<file path="src/rtl/cfx_pkg.sv">
// Shared types and helpers for the clustered fetch translator.
// Assumes nothing beyond standard SystemVerilog.
package cfx_pkg;

    // Registered outcome of one fetch lookup
    typedef struct packed {
        logic issue;
        logic err;
    } cfx_meta_t;

    // Address width for a storage of n entries, never below one bit
    function automatic int unsigned cfx_bits(input int unsigned n);
        return (n <= 1) ? 1 : $clog2(n);
    endfunction

endpackage

</file>
<file path="src/rtl/cfx_fill_seq.sv">
// Fill sequencer: assigns loop slots and dense partition rows to incoming
// fill words. NOP words consume a slot but no row. Once a word does not fit,
// the fill is sealed until the next fill_start.
// Assumes fill_start and fill_valid come from the loop controller only.
module cfx_fill_seq #(
    parameter int unsigned LOOP_DEPTH = 32,
    parameter int unsigned PART_DEPTH = 16,
    parameter int unsigned OP_W       = 16,
    parameter logic [OP_W-1:0] NOP_CODE = '0,
    parameter int unsigned AW = 5,
    parameter int unsigned IW = 4,
    parameter int unsigned LW = 6,
    parameter int unsigned RW = 5
) (
    input  logic            clk,
    input  logic            rst_n,
    input  logic            fill_start,
    input  logic            fill_valid,
    input  logic [OP_W-1:0] fill_op,
    output logic            tbl_we,
    output logic [AW-1:0]   tbl_waddr,
    output logic            tbl_used,
    output logic [IW-1:0]   tbl_row,
    output logic            part_we,
    output logic [IW-1:0]   part_waddr,
    output logic [OP_W-1:0] part_wdata,
    output logic [LW-1:0]   fill_len
);

    logic [LW-1:0] len_q;
    logic [RW-1:0] rows_q;
    logic          sealed_q;
    logic          is_op;
    logic          room_tbl;
    logic          room_part;
    logic          offered;
    logic          accept;
    logic          reject;

    // Decide whether the presented word fits in table and partition
    always_comb begin
        is_op     = (fill_op != NOP_CODE);
        room_tbl  = (len_q < LW'(LOOP_DEPTH));
        room_part = (rows_q < RW'(PART_DEPTH));
        offered   = fill_valid && !fill_start && !sealed_q;
        accept    = offered && room_tbl && (!is_op || room_part);
        reject    = offered && !accept;
    end

    // Track loaded length, used rows and the sealed condition
    always_ff @(posedge clk) begin
        if (!rst_n || fill_start) begin
            len_q    <= '0;
            rows_q   <= '0;
            sealed_q <= 1'b0;
        end else begin
            if (accept) begin
                len_q <= len_q + LW'(1);
            end
            if (accept && is_op) begin
                rows_q <= rows_q + RW'(1);
            end
            if (reject) begin
                sealed_q <= 1'b1;
            end
        end
    end

    // Drive the table and partition write ports for an accepted word
    always_comb begin
        tbl_we     = accept;
        tbl_waddr  = len_q[AW-1:0];
        tbl_used   = is_op;
        tbl_row    = is_op ? rows_q[IW-1:0] : '0;
        part_we    = accept && is_op;
        part_waddr = rows_q[IW-1:0];
        part_wdata = fill_op;
        fill_len   = len_q;
    end

endmodule

</file>
<file path="src/rtl/cfx_ctrl_table.sv">
// Per-slot control table: one usage bit and one local row index per loop
// slot. It resolves a fetch address into a gated read request or a range miss.
// Assumes fill_len never exceeds LOOP_DEPTH.
module cfx_ctrl_table #(
    parameter int unsigned LOOP_DEPTH = 32,
    parameter int unsigned AW = 5,
    parameter int unsigned IW = 4,
    parameter int unsigned LW = 6
) (
    input  logic          clk,
    input  logic          rst_n,
    input  logic          we,
    input  logic [AW-1:0] waddr,
    input  logic          wused,
    input  logic [IW-1:0] wrow,
    input  logic [LW-1:0] fill_len,
    input  logic          fetch_en,
    input  logic [AW-1:0] fetch_addr,
    output logic          rd_hit,
    output logic          range_miss,
    output logic [IW-1:0] rd_row
);

    logic [LOOP_DEPTH-1:0] used_vec;
    logic [IW-1:0]         row_arr [LOOP_DEPTH];
    logic                  in_range;

    for (genvar a = 0; a < LOOP_DEPTH; a++) begin : g_slot
        logic          used_r;
        logic [IW-1:0] row_r;

        // Usage bit of this slot, cleared by reset
        always_ff @(posedge clk) begin
            if (!rst_n) begin
                used_r <= 1'b0;
            end else if (we && (waddr == AW'(a))) begin
                used_r <= wused;
            end
        end

        // Local row of this slot, meaningful only when the usage bit is set
        always_ff @(posedge clk) begin
            if (we && (waddr == AW'(a))) begin
                row_r <= wrow;
            end
        end

        assign used_vec[a] = used_r;
        assign row_arr[a]  = row_r;
    end

    // Resolve the fetch address against the loaded length and usage bit
    always_comb begin
        in_range   = (LW'(fetch_addr) < fill_len);
        rd_hit     = fetch_en && in_range && used_vec[fetch_addr];
        range_miss = fetch_en && !in_range;
        rd_row     = row_arr[fetch_addr];
    end

endmodule

</file>
<file path="src/rtl/cfx_partition.sv">
// Operation partition of one cluster: synchronous write and registered read.
// Read only when re is set, so idle slots cost no array access.
// Assumes no write and read to the same row in one cycle.
module cfx_partition #(
    parameter int unsigned PART_DEPTH = 16,
    parameter int unsigned IW   = 4,
    parameter int unsigned OP_W = 16
) (
    input  logic            clk,
    input  logic            rst_n,
    input  logic            we,
    input  logic [IW-1:0]   waddr,
    input  logic [OP_W-1:0] wdata,
    input  logic            re,
    input  logic [IW-1:0]   raddr,
    output logic [OP_W-1:0] rdata
);

    logic [OP_W-1:0] mem [PART_DEPTH];
    logic [OP_W-1:0] rdata_q;

    // Store a filled operation
    always_ff @(posedge clk) begin
        if (we) begin
            mem[waddr] <= wdata;
        end
    end

    // Registered read, performed only when requested
    always_ff @(posedge clk) begin
        if (!rst_n) begin
            rdata_q <= '0;
        end else if (re) begin
            rdata_q <= mem[raddr];
        end
    end

    assign rdata = rdata_q;

endmodule

</file>
<file path="src/rtl/cfx_issue_stage.sv">
// Issue stage: registers the lookup outcome beside the partition read and
// substitutes the NOP code whenever no real operation is issued.
// Assumes part_rdata is the read data registered in the same edge.
module cfx_issue_stage #(
    parameter int unsigned OP_W = 16,
    parameter logic [OP_W-1:0] NOP_CODE = '0
) (
    input  logic            clk,
    input  logic            rst_n,
    input  logic            rd_hit,
    input  logic            range_miss,
    input  logic [OP_W-1:0] part_rdata,
    output logic [OP_W-1:0] op_out,
    output logic            op_valid,
    output logic            addr_err
);

    cfx_pkg::cfx_meta_t meta_q;

    // Capture the lookup outcome aligned with the partition read
    always_ff @(posedge clk) begin
        if (!rst_n) begin
            meta_q <= '0;
        end else begin
            meta_q.issue <= rd_hit;
            meta_q.err   <= range_miss;
        end
    end

    // Select the stored operation or the NOP code
    always_comb begin
        op_valid = meta_q.issue;
        addr_err = meta_q.err;
        op_out   = meta_q.issue ? part_rdata : NOP_CODE;
    end

endmodule

</file>
<file path="src/rtl/cfx_cluster_fetch.sv">
// Top of the clustered fetch translator for one instruction cluster.
// Loads a loop body into a compressed partition plus per-slot control table,
// then translates loop-relative fetch addresses into gated partition reads.
// Assumes fill and fetch phases are sequenced by an external loop controller.
module cfx_cluster_fetch #(
    parameter int unsigned LOOP_DEPTH = 32,
    parameter int unsigned PART_DEPTH = 16,
    parameter int unsigned OP_W       = 16,
    parameter logic [OP_W-1:0] NOP_CODE = '0,
    localparam int unsigned AW = cfx_pkg::cfx_bits(LOOP_DEPTH)
) (
    input  logic            clk,
    input  logic            rst_n,
    input  logic            fill_start,
    input  logic            fill_valid,
    input  logic [OP_W-1:0] fill_op,
    input  logic            fetch_en,
    input  logic [AW-1:0]   fetch_addr,
    output logic            part_rd_en,
    output logic [OP_W-1:0] op_out,
    output logic            op_valid,
    output logic            addr_err
);

    localparam int unsigned IW = cfx_pkg::cfx_bits(PART_DEPTH);
    localparam int unsigned LW = $clog2(LOOP_DEPTH + 1);
    localparam int unsigned RW = $clog2(PART_DEPTH + 1);

    logic            tbl_we;
    logic [AW-1:0]   tbl_waddr;
    logic            tbl_used;
    logic [IW-1:0]   tbl_row;
    logic            part_we;
    logic [IW-1:0]   part_waddr;
    logic [OP_W-1:0] part_wdata;
    logic [LW-1:0]   fill_len;
    logic            rd_hit;
    logic            range_miss;
    logic [IW-1:0]   rd_row;
    logic [OP_W-1:0] part_rdata;

    cfx_fill_seq #(
        .LOOP_DEPTH(LOOP_DEPTH), .PART_DEPTH(PART_DEPTH), .OP_W(OP_W),
        .NOP_CODE(NOP_CODE), .AW(AW), .IW(IW), .LW(LW), .RW(RW)
    ) u_fill (
        .clk(clk), .rst_n(rst_n),
        .fill_start(fill_start), .fill_valid(fill_valid), .fill_op(fill_op),
        .tbl_we(tbl_we), .tbl_waddr(tbl_waddr), .tbl_used(tbl_used),
        .tbl_row(tbl_row), .part_we(part_we), .part_waddr(part_waddr),
        .part_wdata(part_wdata), .fill_len(fill_len)
    );

    cfx_ctrl_table #(
        .LOOP_DEPTH(LOOP_DEPTH), .AW(AW), .IW(IW), .LW(LW)
    ) u_table (
        .clk(clk), .rst_n(rst_n),
        .we(tbl_we), .waddr(tbl_waddr), .wused(tbl_used), .wrow(tbl_row),
        .fill_len(fill_len), .fetch_en(fetch_en), .fetch_addr(fetch_addr),
        .rd_hit(rd_hit), .range_miss(range_miss), .rd_row(rd_row)
    );

    cfx_partition #(
        .PART_DEPTH(PART_DEPTH), .IW(IW), .OP_W(OP_W)
    ) u_part (
        .clk(clk), .rst_n(rst_n),
        .we(part_we), .waddr(part_waddr), .wdata(part_wdata),
        .re(rd_hit), .raddr(rd_row), .rdata(part_rdata)
    );

    cfx_issue_stage #(
        .OP_W(OP_W), .NOP_CODE(NOP_CODE)
    ) u_issue (
        .clk(clk), .rst_n(rst_n),
        .rd_hit(rd_hit), .range_miss(range_miss), .part_rdata(part_rdata),
        .op_out(op_out), .op_valid(op_valid), .addr_err(addr_err)
    );

    assign part_rd_en = rd_hit;

endmodule

</file>
<file path="config.mk">
export PLATFORM = sky130hd
export DESIGN_NAME = cfx_cluster_fetch
export DESIGN_NICKNAME = d
export VERILOG_FILES = /design/src/rtl/cfx_pkg.sv /design/src/rtl/cfx_fill_seq.sv /design/src/rtl/cfx_ctrl_table.sv /design/src/rtl/cfx_partition.sv /design/src/rtl/cfx_issue_stage.sv /design/src/rtl/cfx_cluster_fetch.sv
export SDC_FILE = /design/constraint.sdc
export NUM_CORES = 1
export LEC_CHECK = 0
export ABC_CLOCK_PERIOD_IN_PS = 4800
export BUFFER_PORTS_ARGS = -buffer_cell sky130_fd_sc_hd__buf_2
export CAP_MARGIN = 20
export CORE_MARGIN = 10
export CORE_UTILIZATION = 50
export CTS_BUF_LIST = sky130_fd_sc_hd__clkbuf_4
export DETAILED_ROUTE_END_ITERATION = 10
export GPL_TIMING_DRIVEN = 0
export PLACE_DENSITY = 0.69
export SYNTH_ARGS = -nofsm -noshare
export SYNTH_HDL_FRONTEND = slang
export SYNTH_SLANG_ARGS = --single-unit
</file>
<file path="constraint.sdc">
create_clock -name clk -period 4.8 [get_ports clk]
set_input_delay 0.48 -clock clk [delete_from_list [all_inputs] [get_ports clk]]
set_output_delay 0.48 -clock clk [all_outputs]
set_load 0.05 [all_outputs]
</file>
==> impl_metrics.yaml <==
floorplanning:
  die_y_um: 211.3
  fp.coreArea_um2: 35830
  fp.dieArea_um2: 44630
  rows: 69
  io_pins: 45
  start_util_pct: 51.05
  dieWidth_um: 211.3
drt:
  routed_wirelength_um: 41920
  vias: 10470
  drt_iter0_drc: 960
  viasPerCell: 5.710
  route.detailed.drc: 0
  first_pass_iters: 5
  wire_per_inst_um: 22.86
  postRouteAntennaNets: 0
clock_network:
  h-tree-depth: 3
  clockBufferDepth: 3
  clkTransAtPathRegs_ns: 0.07
  cts-root-buf: "clkbuf_4"
  cts_setup_buffers: 0
  cts_tree: "built"
  cts_resized: 0
  clock-sinks: 446
  cts_made_buffers: 107
  holdBufCountCts: 4
  clock_latency_ns: 0.79
worst_setup_path:
  r2r_start: "u_fill.fill_len[5]"
  max_stage_delay_ns: 0.79
  path_depth: 11
  worstPathCellList: "dlygate4sd3_1 > buf_2 > nor4_1 > nand4_1 > a21oi_1 > clkbuf_1 > and2_1 > clkbuf_1 > nand2_1 > nor3_2 > buf_6"
  worst_setup_path_start_kind: "primary input"
  worstPathArrival_ns: 4.66
  critPathKind: "in2reg"
  cp_slowest_cell: "nor3_2"
  crit_buf_inv: 5
  worst_setup_path_end_kind: "flip-flop"
  path_delay_family: "simple AND/OR/NAND/NOR gates"
  r2r_slack_ns: 1.19
  cp_max_fo: 17
  timing.rr.end: "u_part.mem[2][6]"
  cp_common_cell: "clkbuf_1"
  cp.required_ns: 5.26
  reg2regPathDepth: 8
sta:
  final.min_clock_period_ns: 4.198
  max-slew-margin-rel_pct: 22.61
  worst_slew_pin_slew_ns: 1.152
  finalSetupViolCount: 0
  rsz0062_at_grt: "false"
  drv_slew: 0
  fmax_mhz: 238.2
  fin_skew_ns: 0.04912
  finalHoldViolations: 0
  final.period_utilization_pct: 87.45
finish:
  fin_util_pct: 58.28
  final_cell_area_um2: 20880
  final_nets: 1327
  final_layout_size_suffix_gt1_share_pct: 25.36
  area_growth_pct: 14.17
synth:
  ys_seq_elements: 446
  syn_area_per_cell_um2: 16.52
  synth_seq_area_share_pct: 69.83
  ys.flop_type: "edfxtp_1"
  yosys_warnings: 0
  synth_cell_type_count: 45
  synth-edff-count: 384
  synthesis.nets: 1147
  synth_cells: 1107
  async_flop_share_pct: 0
  netlist_area_um2: 18290
pwr:
  leakage_nw: 7.415
  switching_share_pct: 22.64
  p_sw_w: 0.001764
  combPwrFrac_pct: 6.1
  power.share.clock_pct: 39.9
  p_seq_share_pct: 54.0
  powerDensity_nw_per_um2: 373.2
  internal_power_w: 0.006029
  max-vdd-ir-drop_v: 0.0001632
global_routing:
  grt_pass1_wl_um: 63870
  grt_max_degree: 33
  grt_antenna_before_repair: 1
  grt_overflow: 0
  grt_usage_pct: 19.04
  grt_pass1_vias: 10690
placed_design:
  place_area_um2: 19390
  place_congestion: 0.8896
  port_buffers: 43
  hpwlAfterDp_um: 27750
outcome:
  run_status: "finished clean"
flow_run:
  maxCapViolations: 0
hold_path:
  hold_depth: 1
  hold_path_class: "in2reg"
  min_from: "fill_op[5]"
  whs_endpoint: "u_part.mem[8][5]"
-- per-layer routing --
layer  vias to the layer above  GRT usage, %  share of wire (%)
met5                         -             0                  0
met3                        62         3.813                6.5
met1                      5296         26.37                 45
li1                       4721             -                  -
met2                       394         29.47                 47
met4                         0         6.568                1.8
-- sequential cells by signal, summed over array words and instances (netlist names) --
| signal | flops |
|---|---|
| u_fill.fill_len | 6 |
| u_fill.rows_q | 5 |
| u_fill.sealed_q | 1 |
| u_issue.addr_err | 1 |
| u_issue.op_valid | 1 |
| u_part.mem | 256 |
| u_part.rdata | 16 |
| u_table.g_slot.row_r | 128 |
| u_table.g_slot.used_r | 32 |
-- cells by family (layout without fill, tap and decap cells) --
family	count (synthesis)	in the layout	synth area share, %
DFF	446	446	69.83
and+or+nand+nor	209	209	5.575
buffers and inverters	71	336	2.039
muxes	269	269	17.46
other	0	1	0
AOI/OAI and AO/OA	92	92	3.845
adders and majority gates	14	14	0.9577
xor gates and xnor gates	6	6	0.2873
-- worst max-delay path by stage --
stage                start           endpoint  slack [ns]
3_5_place_dp    fill_op[1]   u_part.mem[2][1]        0.17
4_1_cts         fill_op[4]   u_part.mem[2][6]        0.66
2_1_floorplan  fill_op[10]   u_part.mem[3][0]        1.16
3_3_place_gp    fill_op[1]  u_part.mem[3][11]       -1.10
6_report        fill_op[4]   u_part.mem[2][6]        0.60
5_1_grt         fill_op[4]   u_part.mem[2][0]        0.24
-- per-stage QoR --
stage / setup slack [ns] / TNS, ns / total power [W] / hold slack, ns / instances
2_1_floorplan: 1.161 / 0 / 0.004599 / 0.4340 / 1107
3_3_place_gp: -1.102 / -88.25 / 0.004754 / 0.4521 / 1611
3_5_place_dp: 0.1721 / 0 / 0.004765 / 0.4624 / 1633
4_1_cts: 0.6584 / 0 / 0.007869 / 0.0003885 / 1831
5_1_grt: 0.2447 / 0 / 0.008097 / 0.03282 / 1834
6_report: 0.6022 / 0 / 0.007793 / 0.07657 / 1834
-- power by group through the flow --
stage	Clock (W)	Combinational (W)	Sequential, W
global placement	0	0.000465	0.00429
detailed placement	0	0.000476	0.00429
finish	0.00311	0.000476	0.00421
global route	0.00338	0.000509	0.00420
CTS	0.00318	0.000480	0.00420
floorplan	0	0.000308	0.00429
-- cell usage in the layout, fill, tap and decap left out, drive strengths merged, types with 8 or more instances in the layout --
master | netlist | routed
inv | 8 | 11
a211o | 16 | 16
and2 | 25 | 25
nand2 | 35 | 35
a22oi | 19 | 19
nor2 | 75 | 75
edfxtp | 384 | 384
mux4 | 37 | 37
o21ai | 16 | 16
clkbuf | 23 | 193
a21boi | 14 | 14
nor2b | 13 | 13
ha | 14 | 14
nor3b | 8 | 8
dfxtp | 62 | 62
clkinv | 0 | 20
buf | 40 | 105
mux2i | 211 | 211
nor3 | 20 | 20
o211ai | 16 | 16
mux2 | 21 | 21
nand3 | 11 | 11
-- cell usage after synthesis (all sizes together), types with 4 or more instances --
library cell / instances / share of area, %
nand3: 11 / 0.33
ha: 14 / 0.96
a22oi: 19 / 1.0
nor4: 4 / 0.14
a211o: 16 / 0.77
mux2: 21 / 1.3
a21boi: 14 / 0.57
a21oi: 5 / 0.14
mux4: 37 / 4.6
o211ai: 16 / 0.66
buf: 40 / 1.4
o21ai: 16 / 0.44
nor3: 20 / 0.55
nand4: 4 / 0.14
and2: 25 / 0.86
dfxtp: 62 / 6.8
nor3b: 8 / 0.33
nand2b: 6 / 0.21
inv: 8 / 0.16
clkbuf: 23 / 0.48
xnor2: 4 / 0.19
nor2: 75 / 1.5
nor2b: 13 / 0.44
edfxtp: 384 / 63
mux2i: 211 / 12
nand2: 35 / 0.72
-- cell type report --
type / count / area (µm²)
fill: 2740 / 14950
sequential: 446 / 12770
multi-input combinational: 590 / 5195
clock buffer: 168 / 1261
tap: 461 / 576.8
timing repair buffer: 71 / 550.5
buffer: 63 / 342.8
clock inverter: 26 / 150.1
inverter: 8 / 30.03
antenna: 1 / 2.502
No activity file was read; power rests on OpenSTA's default activity.
